**config.mk**
```make
export PLATFORM = sky130hd
export DESIGN_NAME = cmd_pkt_decoder
export DESIGN_NICKNAME = d
export VERILOG_FILES = /design/src/rtl/cpd_pkg.sv /design/src/rtl/cpd_len_decode.sv /design/src/rtl/cpd_env_regs.sv /design/src/rtl/cmd_pkt_decoder.sv
export SDC_FILE = /design/constraint.sdc
export NUM_CORES = 1
export LEC_CHECK = 0
export ABC_AREA = 1
export ABC_CLOCK_PERIOD_IN_PS = 4400
export CAP_MARGIN = 20
export CORE_MARGIN = 2
export CORE_UTILIZATION = 30
export DETAILED_ROUTE_END_ITERATION = 8
export PLACE_DENSITY = 0.55
export SLEW_MARGIN = 15
export SYNTH_ARGS = -nofsm -noshare
export SYNTH_HDL_FRONTEND = slang
export SYNTH_SLANG_ARGS = --single-unit
```
**constraint.sdc**
```tcl
create_clock -name clk_i -period 4.4 [get_ports clk_i]
set_clock_uncertainty 0.05 [all_clocks]
set_input_delay 0.88 -clock clk_i [delete_from_list [all_inputs] [get_ports clk_i]]
set_output_delay 0.88 -clock clk_i [all_outputs]
set_load 0.03 [all_outputs]
```
**src/rtl/cpd_pkg.sv**
```systemverilog
package cpd_pkg;
  localparam int WORD_W  = 32;
  localparam int MAX_PKT = 12;
  localparam int LEN_W   = $clog2(MAX_PKT + 1);
  localparam int COST_W  = 10;
  localparam int COORD_W = 10;
  localparam int OFFS_W  = 11;
  localparam int PARM_W  = 24;

  typedef enum logic [2:0] {
    CLS_NOP     = 3'd0,
    CLS_RENDER  = 3'd1,
    CLS_FILL    = 3'd2,
    CLS_COPY    = 3'd3,
    CLS_SETTING = 3'd4
  } pkt_class_e;

  typedef struct packed {
    logic [LEN_W-1:0]  len;
    pkt_class_e        cls;
    logic [COST_W-1:0] cost;
  } pkt_info_t;
endpackage

```
**src/rtl/cpd_len_decode.sv**
```systemverilog
module cpd_len_decode
  import cpd_pkg::*;
(
  input  logic [WORD_W-1:0] word_i,
  output pkt_info_t         info_o
);
  localparam logic [COST_W-1:0] PRIM_COST = COST_W'(16);
  localparam logic [COST_W-1:0] SET_COST  = COST_W'(1);

  logic [7:0]       op;
  logic             shade, quad, tex;
  logic [LEN_W-1:0] verts, wpv;

  assign op    = word_i[31:24];
  assign shade = word_i[28];
  assign quad  = word_i[27];
  assign tex   = word_i[26];

  function automatic logic [COST_W-1:0] poly_cost(input logic [2:0] k);
    case (k)
      3'd0:    return COST_W'(46);
      3'd1:    return COST_W'(226);
      3'd2:    return COST_W'(334);
      3'd3:    return COST_W'(496);
      3'd4:    return COST_W'(82);
      3'd5:    return COST_W'(262);
      3'd6:    return COST_W'(370);
      default: return COST_W'(532);
    endcase
  endfunction

  always_comb begin
    verts = quad ? LEN_W'(4) : LEN_W'(3);
    wpv   = LEN_W'(1) + LEN_W'(tex) + LEN_W'(shade);
    info_o.len  = LEN_W'(1);
    info_o.cls  = CLS_NOP;
    info_o.cost = '0;
    case (op[7:5])
      3'b000: begin
        if (op == 8'h01 || op == 8'h1F) begin
          info_o.cls  = CLS_SETTING;
          info_o.cost = SET_COST;
        end else if (op == 8'h02) begin
          info_o.cls = CLS_FILL;
          info_o.len = LEN_W'(3);
        end
      end
      3'b001: begin
        info_o.cls  = CLS_RENDER;
        info_o.len  = LEN_W'(wpv * verts) + LEN_W'(!shade);
        info_o.cost = poly_cost({quad, shade, tex});
      end
      3'b010: begin
        info_o.cls  = CLS_RENDER;
        info_o.len  = shade ? LEN_W'(4) : LEN_W'(3);
        info_o.cost = quad ? PRIM_COST : '0;
      end
      3'b011: begin
        info_o.cls  = CLS_RENDER;
        info_o.len  = LEN_W'(2) + LEN_W'(tex) + LEN_W'(word_i[28:27] == 2'b00);
        info_o.cost = PRIM_COST;
      end
      3'b100: begin
        info_o.cls = CLS_COPY;
        info_o.len = LEN_W'(4);
      end
      3'b101, 3'b110: begin
        info_o.cls = CLS_COPY;
        info_o.len = LEN_W'(3);
      end
      default: begin
        if (op >= 8'hE1 && op <= 8'hE6) begin
          info_o.cls  = CLS_SETTING;
          info_o.cost = SET_COST;
        end
      end
    endcase
  end
endmodule

```
**src/rtl/cpd_env_regs.sv**
```systemverilog
module cpd_env_regs
  import cpd_pkg::*;
(
  input  logic               clk_i,
  input  logic               rst_ni,
  input  logic               wr_i,
  input  logic [7:0]         op_i,
  input  logic [PARM_W-1:0]  param_i,
  output logic [COORD_W-1:0] area_left_o,
  output logic [COORD_W-1:0] area_top_o,
  output logic [COORD_W-1:0] area_right_o,
  output logic [COORD_W-1:0] area_bottom_o,
  output logic [OFFS_W-1:0]  offset_x_o,
  output logic [OFFS_W-1:0]  offset_y_o,
  output logic               mask_set_o,
  output logic               mask_check_o,
  output logic [PARM_W-1:0]  draw_mode_o,
  output logic [PARM_W-1:0]  tex_window_o
);
  always_ff @(posedge clk_i or negedge rst_ni) begin
    if (!rst_ni) begin
      area_left_o   <= '0;
      area_top_o    <= '0;
      area_right_o  <= '0;
      area_bottom_o <= '0;
      offset_x_o    <= '0;
      offset_y_o    <= '0;
      mask_set_o    <= 1'b0;
      mask_check_o  <= 1'b0;
      draw_mode_o   <= '0;
      tex_window_o  <= '0;
    end else if (wr_i) begin
      case (op_i)
        8'hE1: draw_mode_o  <= param_i;
        8'hE2: tex_window_o <= param_i;
        8'hE3: begin
          area_left_o <= param_i[COORD_W-1:0];
          area_top_o  <= param_i[2*COORD_W-1:COORD_W];
        end
        8'hE4: begin
          area_right_o  <= param_i[COORD_W-1:0];
          area_bottom_o <= param_i[2*COORD_W-1:COORD_W];
        end
        8'hE5: begin
          offset_x_o <= param_i[OFFS_W-1:0];
          offset_y_o <= param_i[2*OFFS_W-1:OFFS_W];
        end
        8'hE6: begin
          mask_set_o   <= param_i[0];
          mask_check_o <= param_i[1];
        end
        default: ;
      endcase
    end
  end

  assert_area_hold_R8: assert property (@(posedge clk_i) disable iff (!rst_ni)
    !(wr_i && (op_i == 8'hE3)) |=> $stable(area_left_o) && $stable(area_top_o));
  assert_offset_load_R9: assert property (@(posedge clk_i) disable iff (!rst_ni)
    (wr_i && (op_i == 8'hE5)) |=> offset_y_o == $past(param_i[21:11]));
  assert_mask_load_R10: assert property (@(posedge clk_i) disable iff (!rst_ni)
    (wr_i && (op_i == 8'hE6)) |=> (mask_set_o == $past(param_i[0])) && (mask_check_o == $past(param_i[1])));
  assert_nop_hold_R1: assert property (@(posedge clk_i) disable iff (!rst_ni)
    !wr_i |=> $stable(mask_set_o) && $stable(offset_x_o) && $stable(draw_mode_o));
endmodule

```
**src/rtl/cmd_pkt_decoder.sv**
```systemverilog
module cmd_pkt_decoder
  import cpd_pkg::*;
#(
  parameter int FIFO_DEPTH = 16,
  localparam int CNT_W = $clog2(FIFO_DEPTH + 1)
) (
  input  logic               clk_i,
  input  logic               rst_ni,
  input  logic [31:0]        fifo_head_i,
  input  logic [CNT_W-1:0]   fifo_count_i,
  output logic               pop_o,
  output logic [3:0]         pop_len_o,
  output logic               waiting_o,
  output logic               dispatch_o,
  output logic [2:0]         class_o,
  output logic [7:0]         opcode_o,
  output logic [9:0]         cost_o,
  output logic               irq_o,
  output logic [9:0]         area_left_o,
  output logic [9:0]         area_top_o,
  output logic [9:0]         area_right_o,
  output logic [9:0]         area_bottom_o,
  output logic [10:0]        offset_x_o,
  output logic [10:0]        offset_y_o,
  output logic               mask_set_o,
  output logic               mask_check_o,
  output logic [23:0]        draw_mode_o,
  output logic [23:0]        tex_window_o
);
  pkt_info_t info;
  logic      fire, nonempty;

  cpd_len_decode i_len (
    .word_i (fifo_head_i),
    .info_o (info)
  );

  assign nonempty  = fifo_count_i != '0;
  assign fire      = nonempty && (fifo_count_i >= CNT_W'(info.len));
  assign pop_o     = fire;
  assign pop_len_o = info.len;
  assign waiting_o = nonempty && !fire;

  always_ff @(posedge clk_i or negedge rst_ni) begin
    if (!rst_ni) begin
      dispatch_o <= 1'b0;
      class_o    <= CLS_NOP;
      opcode_o   <= '0;
      cost_o     <= '0;
      irq_o      <= 1'b0;
    end else begin
      dispatch_o <= fire;
      if (fire) begin
        class_o  <= info.cls;
        opcode_o <= fifo_head_i[31:24];
        cost_o   <= info.cost;
        if (fifo_head_i[31:24] == 8'h1F) irq_o <= 1'b1;
      end
    end
  end

  cpd_env_regs i_env (
    .clk_i         (clk_i),
    .rst_ni        (rst_ni),
    .wr_i          (fire),
    .op_i          (fifo_head_i[31:24]),
    .param_i       (fifo_head_i[23:0]),
    .area_left_o   (area_left_o),
    .area_top_o    (area_top_o),
    .area_right_o  (area_right_o),
    .area_bottom_o (area_bottom_o),
    .offset_x_o    (offset_x_o),
    .offset_y_o    (offset_y_o),
    .mask_set_o    (mask_set_o),
    .mask_check_o  (mask_check_o),
    .draw_mode_o   (draw_mode_o),
    .tex_window_o  (tex_window_o)
  );

  assert_len_range_R2: assert property (@(posedge clk_i) disable iff (!rst_ni)
    pop_o |-> (pop_len_o >= 4'd1) && (pop_len_o <= 4'd12));
  assert_no_partial_pop_R6: assert property (@(posedge clk_i) disable iff (!rst_ni)
    pop_o |-> !waiting_o && (fifo_count_i >= CNT_W'(pop_len_o)));
  assert_dispatch_follows_R7: assert property (@(posedge clk_i) disable iff (!rst_ni)
    pop_o |=> dispatch_o && (opcode_o == $past(fifo_head_i[31:24])));
  assert_no_spurious_dispatch_R7: assert property (@(posedge clk_i) disable iff (!rst_ni)
    !pop_o |=> !dispatch_o);
  assert_irq_sticky_R11: assert property (@(posedge clk_i) disable iff (!rst_ni)
    irq_o |=> irq_o);
endmodule

```
==> metrics.md <==
| Metric | Value |
|---|---|
| Core footprint | 21000 um2 |
| Synthesis-to-layout area growth | 45.9% |
| Die height | between 150 and 200 um |
| Num CTS Buffers | 17 |
| Synth Warn # | 0 |
| CTS clock-pin slew for the worst setup and hold paths | 0.06 ns |
| Fmax | around 0.23 GHz |
| Grt total ovfl | 0 |
| DR iter-0 viols | approximately 360 |
| Rel. slew slack | approximately 46% |
| Post-DP HPWL | 14300 um |
| Final Power | 0.00368 W |
| Hold depth | 2 |
| Placed cell count | 1167 |
| Post-detailed-route DRC marker count | 0 |
| Synthesized area | around 6400 um2 |
| Status | complete, no violations |
| RR Endpoint | cost_o[3] |
| Syn_nets | ~790 |
| Ant. Diodes | 0 |
| Via density | slightly below 5 |
| Register area share after synthesis | a little over half |
| Nets | 976 |
| CTS tree | yes |
| Reg2Reg Launch Point | cost_o[3] |
| Most common cell in the synthesized netlist | nand2_1 |
| Via Count | about 5900 |
| CP endpoint kind | primary output |
| Number of port buffers | 179 |
| Crit Path Class | in -> out |
| Max IR drop VDD | around 0.00024 V |
| Max Cap Violations | 0 |
| R2R depth | 2 |
| Clock sink total | ~140 |
| Initial antenna violation count | 0 |
| Unrepaired setup endpoints after global routing | yes |
| FF-to-FF setup slack | between 3 and 4 ns |
| Post-synth EDFFs | 0 |
| Pwr/cell area | roughly 400 nW/um2 |
| Row Count | 53 |
| Startpoint type of the worst setup path | input port |
| Final setup fails | 0 |
| Predominant post-synthesis flop cell | dfrtp_1 |
| Die width | 151 um |
| Arrival time of the worst setup path | about 3.5 ns |
| Routed WL | 21300 um |
| Final hold viol count | 0 |
| Number of distinct library cells after synthesis | 33 |
| Period utilization | between 90 and 100% |
| Placed inst area | ~8600 um2 |
| Ratio of cells with drive above 1 in the final layout | a little over an eighth |
| Drt wl/cell | around 18 um |
| Top cells by count, synth | nand2_1, dfrtp_1, nand4_1 |
| Min-delay src | i_env.offset_y_o[8] |
| Hold-fix buffers, CTS | 0 |
| DRT Pass-1 Iters | 5 |
| CTS H-tree lvls | 4 |
| Yosys top cell area share | between 50% and 60% |
| #FFs+latches synth | between 100 and 150 |
| Top post-synthesis cells by area | dfrtp_1, nand2_1, nand4_1 |
| Clock Root Buffer | clkbuf_16 |
| Final Slew Violations | 0 |
| Setup TNS | 0 ns |
| Clk buf depth | 2 |
| Final Instance Count excl. Fillers | about 1200 |
| Max FO, Critical Path | 3 |
| Hold crit path type | reg -> reg |
| FFs w/ async S/R, synth | 100% |
| Tot GR Track Use | 19.2% |
| Worst hold endpoint | i_env.offset_y_o[8] |
| GPL Wtd Cong | ~0.78 |
| FILL cells | ~2000 |
| Clk_lat worst skew | around 0.42 ns |
| P_leak | around 4.5 nW |
| Number of global-route vias before repair | about 5700 |
| Initial Util | ~31% |
| Mean Syn Cell Area | ~8.8 um2 |
| Final Instance Area | about 9400 um2 |
| Least-Margin Pin Slew | between 0.8 and 0.9 ns |
| Antenna Nets Post-Route | 0 |
| Min cycle time layout | around 4.4 ns |
| Die area | around 23000 um2 |
| Largest net degree at the start of global routing | 120 |
| First-pass GRT wire length | around 33000 um |
| Yosys top cell by area | dfrtp_1 |
| Req. time, crit path | 3.47 ns |
| Mapped Cells | around 730 |
| Ports | 180 |
-- sequential cells by signal, summed over array words and instances, names as in the netlist, 3 cells and up --
signal,count
class_o,3
i_env.tex_window_o,24
i_env.offset_x_o,11
i_env.area_top_o,10
i_env.draw_mode_o,24
i_env.area_right_o,10
cost_o,10
i_env.area_bottom_o,10
opcode_o,8
i_env.offset_y_o,11
i_env.area_left_o,10
-- critical path, stage by stage --
cell,delay (ns)
buf_8,0.08
clkinvlp_4,0.10
ha_4,0.28
o21bai_1,0.07
ha_1,0.34
ha_4,0.31
nor2_4,0.04
nor3b_4,0.20
nor2_2,0.06
o21ai_2,0.08
inv_2,0.07
ha_4,0.24
nand2_2,0.05
nand2_2,0.06
a21oi_4,0.16
nand3_4,0.12
a31oi_4,0.16
buf_6,0.15
-- what timing repair did --
item	CTS	global route
pin swaps	7	15
setup buffers	9	0
gates resized for setup	21	19
endpoints found under the setup margin	14	3
-- power by group --
group          internal [W]  switching, W  total, W
Combinational      0.000288      0.000458  0.000746
Clock              0.000991      0.000562   0.00155
Sequential          0.00133     0.0000522   0.00138
Total               0.00261       0.00107   0.00368
-- worst max-delay path by stage --
stage	startpoint	end	slack, ns	cells past startpoint
after floorplan	fifo_head_i[28]	waiting_o	-0.03	18
after global placement	fifo_head_i[26]	pop_o	-0.49	19
after detailed placement	fifo_head_i[26]	pop_o	-0.55	19
after CTS	fifo_head_i[26]	pop_o	0.005	19
after global routing	fifo_head_i[26]	waiting_o	-0.1	18
final	fifo_head_i[26]	waiting_o	0.01	18
-- per-stage QoR --
stage | util, % | setup WS [ns] | hold slack, ns
floorplan | - | -0.0260 | 0.534
global placement | 41.0 | -0.485 | 0.402
detailed placement | 41.0 | -0.554 | 0.407
CTS | 44.4 | 0.00460 | 0.422
global route | 44.7 | -0.0987 | 0.431
finish | 44.7 | 0.0107 | 0.416
-- logic make-up after synthesis --
family,share of synthesized area (%)
simple gates,34.2
flops,52.4
buf+inv,7.14
compound gates,2.64
fa+ha+maj,3.49
xor+xnor,0.136
-- cells in the final DEF (no fill, tap or decap), types with 4 or more instances in the layout --
cell               n
nand2_1          286
clkdlybuf4s50_1  171
dfrtp_1          135
nand4_1          114
buf_4             41
nor2_1            23
o21ai_0           19
inv_1             17
clkbuf_16         17
nand3_1           13
ha_1              12
clkinvlp_4         8
nor2_4             8
buf_6              6
nand3_4            5
nand2_2            4
a21oi_1            4
o21ai_1            4
ha_4               4
bufinv_16          4
-- cell type report --
class	count	area [um2]	area share [%]
flip-flops and latches	135	3380	35.9
multi-input cells	517	2770	29.4
repair buffers	223	2170	23.1
clock buffers	20	467	4.96
well taps	275	344	3.66
clock inverters	11	171	1.82
inverters	25	106	1.13
-- per-layer routing --
layer  up-vias  global-route usage [%]  share of wire (%)
met1      2837                    26.1                 46
met4         0                    5.23                1.5
met3        20                    4.85                6.3
met5         -                       0                  0
li1       2836                       -                  -
met2       180                    30.5                 46
(Power assumes the default switching activity.)
